--- src/rtl/regfile_pkg.sv ---
package regfile_pkg;
  // Kind of storage an assembled address lands on
  typedef enum logic [1:0] {
    TGT_NONE = 2'd0,
    TGT_STAT = 2'd1,
    TGT_PTR  = 2'd2,
    TGT_GPR  = 2'd3
  } tgt_e;
endpackage

--- src/rtl/rf_addr_decode.sv ---
module rf_addr_decode
  import regfile_pkg::*;
#(
  parameter int DATA_W      = 8,
  parameter int FIELD_W     = 7,
  parameter int WIN_OFS     = 0,
  parameter int STAT_OFS    = 3,
  parameter int PTR_OFS     = 4,
  parameter int GPR_FIRST   = 12,
  parameter int GPR_LAST    = 79,
  parameter int ALIAS_BANKS = 2,
  parameter int IRP_BIT     = 7,
  parameter int BANK_LO     = 5,
  localparam int BANK_W     = 2,
  localparam int ADDR_W     = FIELD_W + BANK_W,
  localparam int GPR_DEPTH  = GPR_LAST - GPR_FIRST + 1,
  localparam int RAM_AW     = $clog2(GPR_DEPTH)
) (
  input  logic [FIELD_W-1:0] field,
  input  logic [DATA_W-1:0]  status,
  input  logic [FIELD_W:0]   ptr,
  output logic [ADDR_W-1:0]  addr,
  output tgt_e               tgt,
  output logic [RAM_AW-1:0]  ram_idx
);
  logic               indirect;
  logic [FIELD_W-1:0] ofs;
  logic [BANK_W-1:0]  bank;
  logic               bank_ok;
  logic               in_gpr;
  logic [FIELD_W-1:0] gpr_off;

  assign indirect = (field == FIELD_W'(WIN_OFS));
  assign addr     = indirect ? {status[IRP_BIT], ptr}
                             : {status[BANK_LO+BANK_W-1:BANK_LO], field};
  assign ofs      = addr[FIELD_W-1:0];
  assign bank     = addr[ADDR_W-1:FIELD_W];

  // Bank filter only exists when some banks carry no alias of the array
  generate
    if (ALIAS_BANKS >= (1 << BANK_W)) begin : g_all_banks
      assign bank_ok = 1'b1;
    end else begin : g_some_banks
      assign bank_ok = (int'(bank) < ALIAS_BANKS);
    end
  endgenerate

  assign in_gpr  = (ofs >= FIELD_W'(GPR_FIRST)) && (ofs <= FIELD_W'(GPR_LAST)) && bank_ok;
  assign gpr_off = ofs - FIELD_W'(GPR_FIRST);
  assign ram_idx = gpr_off[RAM_AW-1:0];

  always_comb begin
    if (ofs == FIELD_W'(WIN_OFS))       tgt = TGT_NONE;  // window aimed at itself
    else if (ofs == FIELD_W'(STAT_OFS)) tgt = TGT_STAT;
    else if (ofs == FIELD_W'(PTR_OFS))  tgt = TGT_PTR;
    else if (in_gpr)                    tgt = TGT_GPR;
    else                                tgt = TGT_NONE;
  end
endmodule

--- src/rtl/rf_special_regs.sv ---
module rf_special_regs #(
  parameter int DATA_W = 8,
  parameter int PTR_W  = 8
) (
  input  logic              clk,
  input  logic              rst,
  input  logic              wr_stat,
  input  logic              wr_ptr,
  input  logic [DATA_W-1:0] wdata,
  output logic [DATA_W-1:0] status_q,
  output logic [PTR_W-1:0]  ptr_q
);
  always_ff @(posedge clk) begin
    if (rst) begin
      status_q <= '0;
      ptr_q    <= '0;
    end else begin
      if (wr_stat) status_q <= wdata;
      if (wr_ptr)  ptr_q    <= wdata[PTR_W-1:0];
    end
  end
endmodule

--- src/rtl/rf_gpr_ram.sv ---
module rf_gpr_ram #(
  parameter int DATA_W = 8,
  parameter int DEPTH  = 68,
  localparam int AW    = $clog2(DEPTH)
) (
  input  logic              clk,
  input  logic              re,
  input  logic              we,
  input  logic [AW-1:0]     idx,
  input  logic [DATA_W-1:0] wdata,
  output logic [DATA_W-1:0] rdata
);
  logic [DATA_W-1:0] mem [0:DEPTH-1];

  // Single port, read-first, no reset: maps onto a block RAM
  always_ff @(posedge clk) begin
    if (we) mem[idx] <= wdata;
    if (re) rdata <= mem[idx];
  end
endmodule

--- src/rtl/banked_regfile.sv ---
module banked_regfile
  import regfile_pkg::*;
#(
  parameter int DATA_W      = 8,
  parameter int FIELD_W     = 7,
  parameter int WIN_OFS     = 0,
  parameter int STAT_OFS    = 3,
  parameter int PTR_OFS     = 4,
  parameter int GPR_FIRST   = 12,
  parameter int GPR_LAST    = 79,
  parameter int ALIAS_BANKS = 2,
  parameter int IRP_BIT     = 7,
  parameter int BANK_LO     = 5,
  localparam int ADDR_W     = FIELD_W + 2,
  localparam int PTR_W      = FIELD_W + 1,
  localparam int GPR_DEPTH  = GPR_LAST - GPR_FIRST + 1,
  localparam int RAM_AW     = $clog2(GPR_DEPTH)
) (
  input  logic               clk,
  input  logic               rst,
  input  logic               acc_en,
  input  logic               acc_wr,
  input  logic [FIELD_W-1:0] acc_field,
  input  logic [DATA_W-1:0]  acc_wdata,
  output logic [DATA_W-1:0]  rd_data,
  output logic               rd_valid,
  output logic [ADDR_W-1:0]  eff_addr
);
  logic [DATA_W-1:0] status_q;
  logic [PTR_W-1:0]  fsr_q;
  logic [ADDR_W-1:0] addr;
  tgt_e              tgt;
  logic [RAM_AW-1:0] ram_idx;
  logic              do_wr;
  logic [DATA_W-1:0] ram_q;

  tgt_e              tgt_q;
  logic [DATA_W-1:0] snap_q;
  logic              valid_q;
  logic [ADDR_W-1:0] addr_q;

  rf_addr_decode #(
    .DATA_W(DATA_W), .FIELD_W(FIELD_W), .WIN_OFS(WIN_OFS), .STAT_OFS(STAT_OFS),
    .PTR_OFS(PTR_OFS), .GPR_FIRST(GPR_FIRST), .GPR_LAST(GPR_LAST),
    .ALIAS_BANKS(ALIAS_BANKS), .IRP_BIT(IRP_BIT), .BANK_LO(BANK_LO)
  ) u_dec (
    .field   (acc_field),
    .status  (status_q),
    .ptr     (fsr_q),
    .addr    (addr),
    .tgt     (tgt),
    .ram_idx (ram_idx)
  );

  assign do_wr = acc_en && acc_wr;

  rf_special_regs #(.DATA_W(DATA_W), .PTR_W(PTR_W)) u_spec (
    .clk      (clk),
    .rst      (rst),
    .wr_stat  (do_wr && (tgt == TGT_STAT)),
    .wr_ptr   (do_wr && (tgt == TGT_PTR)),
    .wdata    (acc_wdata),
    .status_q (status_q),
    .ptr_q    (fsr_q)
  );

  rf_gpr_ram #(.DATA_W(DATA_W), .DEPTH(GPR_DEPTH)) u_ram (
    .clk   (clk),
    .re    (acc_en && (tgt == TGT_GPR)),
    .we    (do_wr && (tgt == TGT_GPR)),
    .idx   (ram_idx),
    .wdata (acc_wdata),
    .rdata (ram_q)
  );

  // Response stage: captures the pre-write view of the selected location
  always_ff @(posedge clk) begin
    if (rst) begin
      valid_q <= 1'b0;
      tgt_q   <= TGT_NONE;
      snap_q  <= '0;
      addr_q  <= '0;
    end else begin
      valid_q <= acc_en;
      tgt_q   <= acc_en ? tgt : TGT_NONE;
      if (acc_en) begin
        addr_q <= addr;
        snap_q <= (tgt == TGT_STAT) ? status_q : DATA_W'(fsr_q);
      end
    end
  end

  always_comb begin
    unique case (tgt_q)
      TGT_GPR:          rd_data = ram_q;
      TGT_STAT, TGT_PTR: rd_data = snap_q;
      default:          rd_data = '0;
    endcase
  end

  assign rd_valid = valid_q;
  assign eff_addr = addr_q;
endmodule

--- config.mk ---
export PLATFORM = sky130hd
export DESIGN_NAME = banked_regfile
export DESIGN_NICKNAME = d
export VERILOG_FILES = /design/src/rtl/regfile_pkg.sv /design/src/rtl/rf_addr_decode.sv /design/src/rtl/rf_special_regs.sv /design/src/rtl/rf_gpr_ram.sv /design/src/rtl/banked_regfile.sv
export SDC_FILE = /design/constraint.sdc
export NUM_CORES = 1
export LEC_CHECK = 0
export ABC_AREA = 1
export BUFFER_PORTS_ARGS = -buffer_cell sky130_fd_sc_hd__buf_2
export CAP_MARGIN = 15
export CORE_UTILIZATION = 30
export CTS_BUF_LIST = sky130_fd_sc_hd__clkbuf_2
export DETAILED_ROUTE_END_ITERATION = 8
export GPL_ROUTABILITY_DRIVEN = 1
export GPL_TIMING_DRIVEN = 0
export MAX_ROUTING_LAYER = met4
export PLACE_DENSITY = 0.48
export SYNTH_ARGS = -nofsm -noshare
export SYNTH_HDL_FRONTEND = slang
export SYNTH_HIERARCHICAL = 1
export SYNTH_SLANG_ARGS = --single-unit
--- constraint.sdc ---
create_clock -name clk -period 7 [get_ports clk]
set_input_delay 0.35 -clock clk [delete_from_list [all_inputs] [get_ports clk]]
set_output_delay 0.35 -clock clk [all_outputs]
set_load 0.01 [all_outputs]
---- Word-level counts from Yosys, hierarchy flattened ----
Memories as Yosys holds them, arrays and structs flattened. A register that Yosys moved wholly into a read port is not among the register bits.
Cells that the tools add are included.
storage, ports and cells
  output and inout port bits .............. 18
  logic and storage cells ................. 40
  bits of input ports ..................... 19
  memories ................................ 1
  register bits after elaboration ......... 36
  RAM bits ................................ 544
cells by class
  reductions and logical operators ........ 11
  add/sub/neg operators ................... 1
  mux-type cells .......................... 9
  bitwise operators ....................... 1
  eq/ne operators ......................... 8
  order comparisons ....................... 3
memory list
  memory     depth  width  read ports  clocked after Yosys merged registers in  write ports  RTL line          source
  u_ram.mem  68     8      1           1                                        1            rf_gpr_ram.sv:13  logic [DATA_W-1:0] mem [0:DEPTH-1];
operator list
  operator             count
  $pmux 8 s2           1
  $logic_not 7->1      2
  $mux 9               1
  $eq 2x2->1 const B   4
  $mux 2               4
  $mux 8               1
  $eq 7x2->1 const B   1
  $eq 7x3->1 const B   1
  $ge 7x4->1 const B   1
  $le 7x7->1 const B   1
  $logic_and 1x1->1    7
  $sub 7x4->7 const B  1
  $eq 2x1->1 const B   2
  $reduce_or 2->1      2
  $lt 2x2->1 const B   1
  $mux 1               2
  $not 1->1            1

---- Depth between registers and ports, before layout ----
  depth after elaboration ................. 13
  gate-level depth with buffers ........... 22

---- Hierarchy ----
Netlist, hierarchy kept.
by module, submodules not included
  module           times used  area each (sq um)  seq. area each (sq um)  cells an instance
  rf_gpr_ram       1           23342.4            16575.9                 2188
  banked_regfile   1           1087.3             400.4                   155
  rf_special_regs  1           656.9              320.3                   94
  rf_addr_decode   1           500.5              0.0                     79

---- Worst setup path after synthesis ----
Ideal clock, no wire load.
  path type ............................... input-to-reg
  start point ............................. input acc_field[6]
  end point ............................... memory u_ram.mem[32][0] (enable)
  required time ........................... 6.617 ns
  arrival ................................. 3.158 ns
  path buffers ............................ 3
  setup slack ............................. 3.458 ns
  stages on the path ...................... 19
  setup time .............................. 0.383 ns
  path through ............................ nor2_1 > nand2_2 > nor2_8 > nand2_1 > nand2_2 > ha_1 > nand2_1 > nand3_1 > nand2_1 > inv_2 > nand3_2 > a21oi_2 > buf_6 > buf_12 > inv_2 > nor3_2 > clkbuf_1 > inv_1 > nor3_1
on the way
  cells in the longest elaborated chain, start to end .. 13
  elaborated cells between the ends (all ways) .. 19
  those cells by class .................... add/sub: 1; order compare: 3; eq/ne: 3; mux: 7; reduce/logical: 5
ends and longest elaborated chain
  what                                      RTL line              source
  from (decl)                               banked_regfile.sv:23  input logic [FIELD_W-1:0] acc_field,
  $logic_not 7->1 (*)                       rf_addr_decode.sv:33  assign indirect = (field == FIELD_W'(WIN_OFS));
  $mux 9 (*)                                rf_addr_decode.sv:34  assign addr = indirect ? {status[IRP_BIT], ptr}
  net addr[2]                               banked_regfile.sv:31  logic [ADDR_W-1:0] addr;
  $ge 7x4->1 or $le 7x7->1 (tied branches)  rf_addr_decode.sv:48  assign in_gpr = (ofs >= FIELD_W'(GPR_FIRST)) && (ofs <= FIELD_W'(GPR_LAST)) && bank_ok;
  $logic_and 1x1->1 (2 in a row)            rf_addr_decode.sv:48
  $mux 2                                    rf_addr_decode.sv:56  else if (in_gpr) tgt = TGT_GPR;
  $mux 2                                    rf_addr_decode.sv:55  else if (ofs == FIELD_W'(PTR_OFS)) tgt = TGT_PTR;
  $mux 2                                    rf_addr_decode.sv:54  else if (ofs == FIELD_W'(STAT_OFS)) tgt = TGT_STAT;
  $mux 2 (*)                                rf_addr_decode.sv:53  if (ofs == FIELD_W'(WIN_OFS)) tgt = TGT_NONE;
  net tgt[0]                                banked_regfile.sv:32  tgt_e tgt;
  $eq 2x2->1 (*)                            banked_regfile.sv:70  .we (do_wr && (tgt == TGT_GPR)),
  $logic_and 1x1->1 (*)                     banked_regfile.sv:70
  $mux 1 (*)                                rf_gpr_ram.sv:17      if (we) mem[idx] <= wdata;
  $mux 1 (implied by the code) (*)          rf_gpr_ram.sv:17
  to (decl)                                 rf_gpr_ram.sv:13
Mark *: on every way through the listed nets, which the timed path passes. The rest lies on a longest branch.

---- Final worst setup path ----
  start point ............................. input acc_field[6]
  end point ............................... memory u_ram.mem[60][7] (enable)
Same word-level chain as after synthesis.

==> reports/metrics.yaml <==
whs_ns: 0.2690
h-tree-depth: 4
worst_slew_pin_slew_ns: 1.120
core_sq_mm: 0.08409
cp.arrival_ns: 7.98
synthDistinctLibCells: 38
dp_hpwl_mm: 49.42
finalNonFillerCells: 4036
gp_congestion: 0.8733
cts_setup_buffers: 0
grt_usage_pct: 18.06
setup-violations-final: 35
start_kind: "input port"
endpoint_kind: "flop"
timing.slew.headroom_pct: 25.36
grt_setup_unrepaired: "true"
fmax_ghz: 0.1410
crit_path_max_fanout: 10
max_cap_violations: 0
antenna_found_initial: 2
fin_tns_setup_ns: -1.465
fp-row-count: 106
die_h_microns: 294.0
area_growth_syn_to_layout_pct: 15.28
clkSinkCount: 588
yosysTopAreaCellShare_pct: 64.78
total_power_mw: 6.990
synthTopCellsByArea: "edfxtp_1 65%, nand2_1 14%, nor2_1 4.8%"
final_antenna_net_count: 0
synthFlopType: "edfxtp_1"
clock_latency_ns: 1.31
grt_pass1_wl_mm: 111.5
layout-drive-gt1-share_pct: 17.28
synth_edf_count: 552
r2r_slack_ns: 0.29
die_w_microns: 294.0
yosysTopAreaCell: "edfxtp_1"
pre_cts_ws_ns: 1.850
finalClockSkew_ns: 0.08780
yosys_warnings: 6
post_dp_cell_area_sq_mm: 0.02737
final_util_pct: 35.08
io_buffers: 35
hp-class: "input port to flop"
failed_checks: "setup timing"
wire_per_inst_microns: 18.58
route.vias.total: 18326
cts_root_buffer: "clkbuf_2"
route.detailed.drc: 0
grt_max_degree: 70
initial_core_util_pct: 30.43
ys_ff_latch: 588
leakagePower_nw: 12.04
synthCells: 2516
finalCritPeriodShare_pct: 101.3
seq_area_frac_synth_pct: 67.60
slew_viol_final: 0
drt_first_pass_iters: 5
grt_pass1_vias: 18490
clockBufferDepth: 3
cts_buffers: 161
wl_mm: 74.98
ios: 37
clk_pin_slew_ns: 0.10
whs_endpoint: "u_ram/mem[18][7]"
synth_area_per_cell_sq_um: 10.17
final_cell_area_sq_mm: 0.02950
grt_overflow_total: 0
cp.required_ns: 7.89
hold_viol: 0
async_reset_ff_share_pct: 0
r2r_start: "u_spec/ptr_q[2]"
hp-start: "acc_wdata[7]"
cts_tree: "built"
vias_per_cell: 4.541
drtIter0Drc: 1354
hold_path_depth: 2
r2r-end: "u_ram/mem[60][7]"
power_density_mw_per_mm2: 237.0
status: "finished with violations"
setup_ws_ns: -0.09062
die-area_sq_mm: 0.08646
synth_nets: 2540
nets: 2805
period_needed_ns: 7.091
syn_area_sq_mm: 0.02559
crit_type: "input port to flop"
vdd_drop_max_mv: 0.1073
r2r_cells: 18
dp.cells: 3695
==> area by class of cell <==
cell class | count | area [sq um]
Antenna cell | 2 | 5.005
Buffer | 117 | 695.7
Clock buffer | 227 | 1136
Clock inverter | 55 | 364.1
Fill cell | 8590 | 54590
Inverter | 177 | 669.4
Multi-Input combinational cell | 1634 | 6948
Sequential cell | 588 | 17300
Tap cell | 1134 | 1419
Timing Repair Buffer | 102 | 963.4
==> cells in the final DEF (no fill, tap or decap), types with 5 or more instances in the layout <==
master	n
buf_1	6
nand2_1	962
clkinv_1	40
buf_12	7
or2_2	48
inv_1	165
bufinv_16	5
buf_4	23
nand2_2	11
buf_6	13
o21ai_0	72
buf_2	94
nor2_2	14
or2_1	6
inv_2	12
a21oi_2	9
dfxtp_1	36
nor2_1	316
o211ai_1	12
clkbuf_1	15
nand2_4	5
nand3_1	102
a21oi_1	15
o22ai_1	10
ha_1	5
o21ai_1	12
clkbuf_2	230
nor3_1	8
or2_0	8
edfxtp_1	552
dlygate4sd3_1	53
==> sequential cells by signal, summed over array words and instances, names as in the netlist <==
signal / count
u_spec/ptr_q: 8
rd_valid: 1
u_ram/mem: 544
eff_addr: 9
snap_q: 8
u_spec/status_q: 8
u_ram/rdata: 8
tgt_q: 2
==> logic make-up after synthesis <==
| logic type | share of synthesized area (%) |
|---|---|
| xor gates and xnor gates | 0.1027 |
| adders and majority gates | 0.2445 |
| and+or+nand+nor | 23.75 |
| AOI/OAI and AO/OA | 2.968 |
| buffers and inverters | 5.335 |
| DFF | 67.60 |
==> power breakdown <==
group	internal [mW]	leakage, nW	switching, mW
combinational	0.174	5.67	0.431
sequential	3.86	5.26	0.0101
clock	1.06	1.12	1.46
total	5.09	12.0	1.90
==> critical path, cell delays in order <==
cell	delay, ns
dlygate4sd3_1	0.53
buf_2	0.12
dlygate4sd3_1	0.60
nor2_1	0.15
nand2_2	0.11
nor2_8	0.22
nand2_1	0.09
nand2_2	0.13
ha_1	0.27
nand3_2	0.09
dlygate4sd3_1	0.57
nand2_2	0.06
dlygate4sd3_1	0.58
nand3_2	0.07
dlygate4sd3_1	0.57
a21oi_2	0.11
dlygate4sd3_1	0.57
buf_6	0.15
buf_12	0.14
inv_2	0.07
nor3_2	0.44
clkbuf_1	0.42
nand3_1	0.58
nor2_1	0.97
==> synthesized netlist by cell type (13+ instances only) <==
library cell and count:
nand2_1 962, nor2_1 325, or2_2 48, buf_2 66, buf_6 13, dfxtp_1 36
a21oi_1 15, nand3_1 102, clkbuf_1 15, edfxtp_1 552, o21ai_0 72, inv_1 165
==> what timing repair did <==
item,CTS,global route
endpoints found under the hold margin,651,0
resized for setup,0,9
hold buffers,56,0
endpoints found under the setup margin,0,152
==> worst max path at each step <==
stage	slack, ns	depth (start not counted)	from	to
floorplan	3.46	19	acc_field[6]	u_ram/mem[32][0]
global placement	1.91	20	acc_field[6]	u_ram/mem[20][1]
detailed placement	1.85	19	acc_field[6]	u_ram/mem[2][4]
CTS	0.13	24	acc_field[6]	u_ram/mem[2][6]
global route	-0.18	24	acc_field[6]	u_ram/mem[60][7]
finish	-0.09	24	acc_field[6]	u_ram/mem[60][7]
==> layer usage <==
layer  global-route usage (%)  vias up  part of all wire, %
li1                         -     8810                    -
met1                    22.49     8840                   44
met2                    29.21      557                   48
met3                    3.701      119                  5.9
met4                    6.085        0                  2.2
met5                        -        -                    0
No activity file was read; power rests on OpenSTA's default activity.
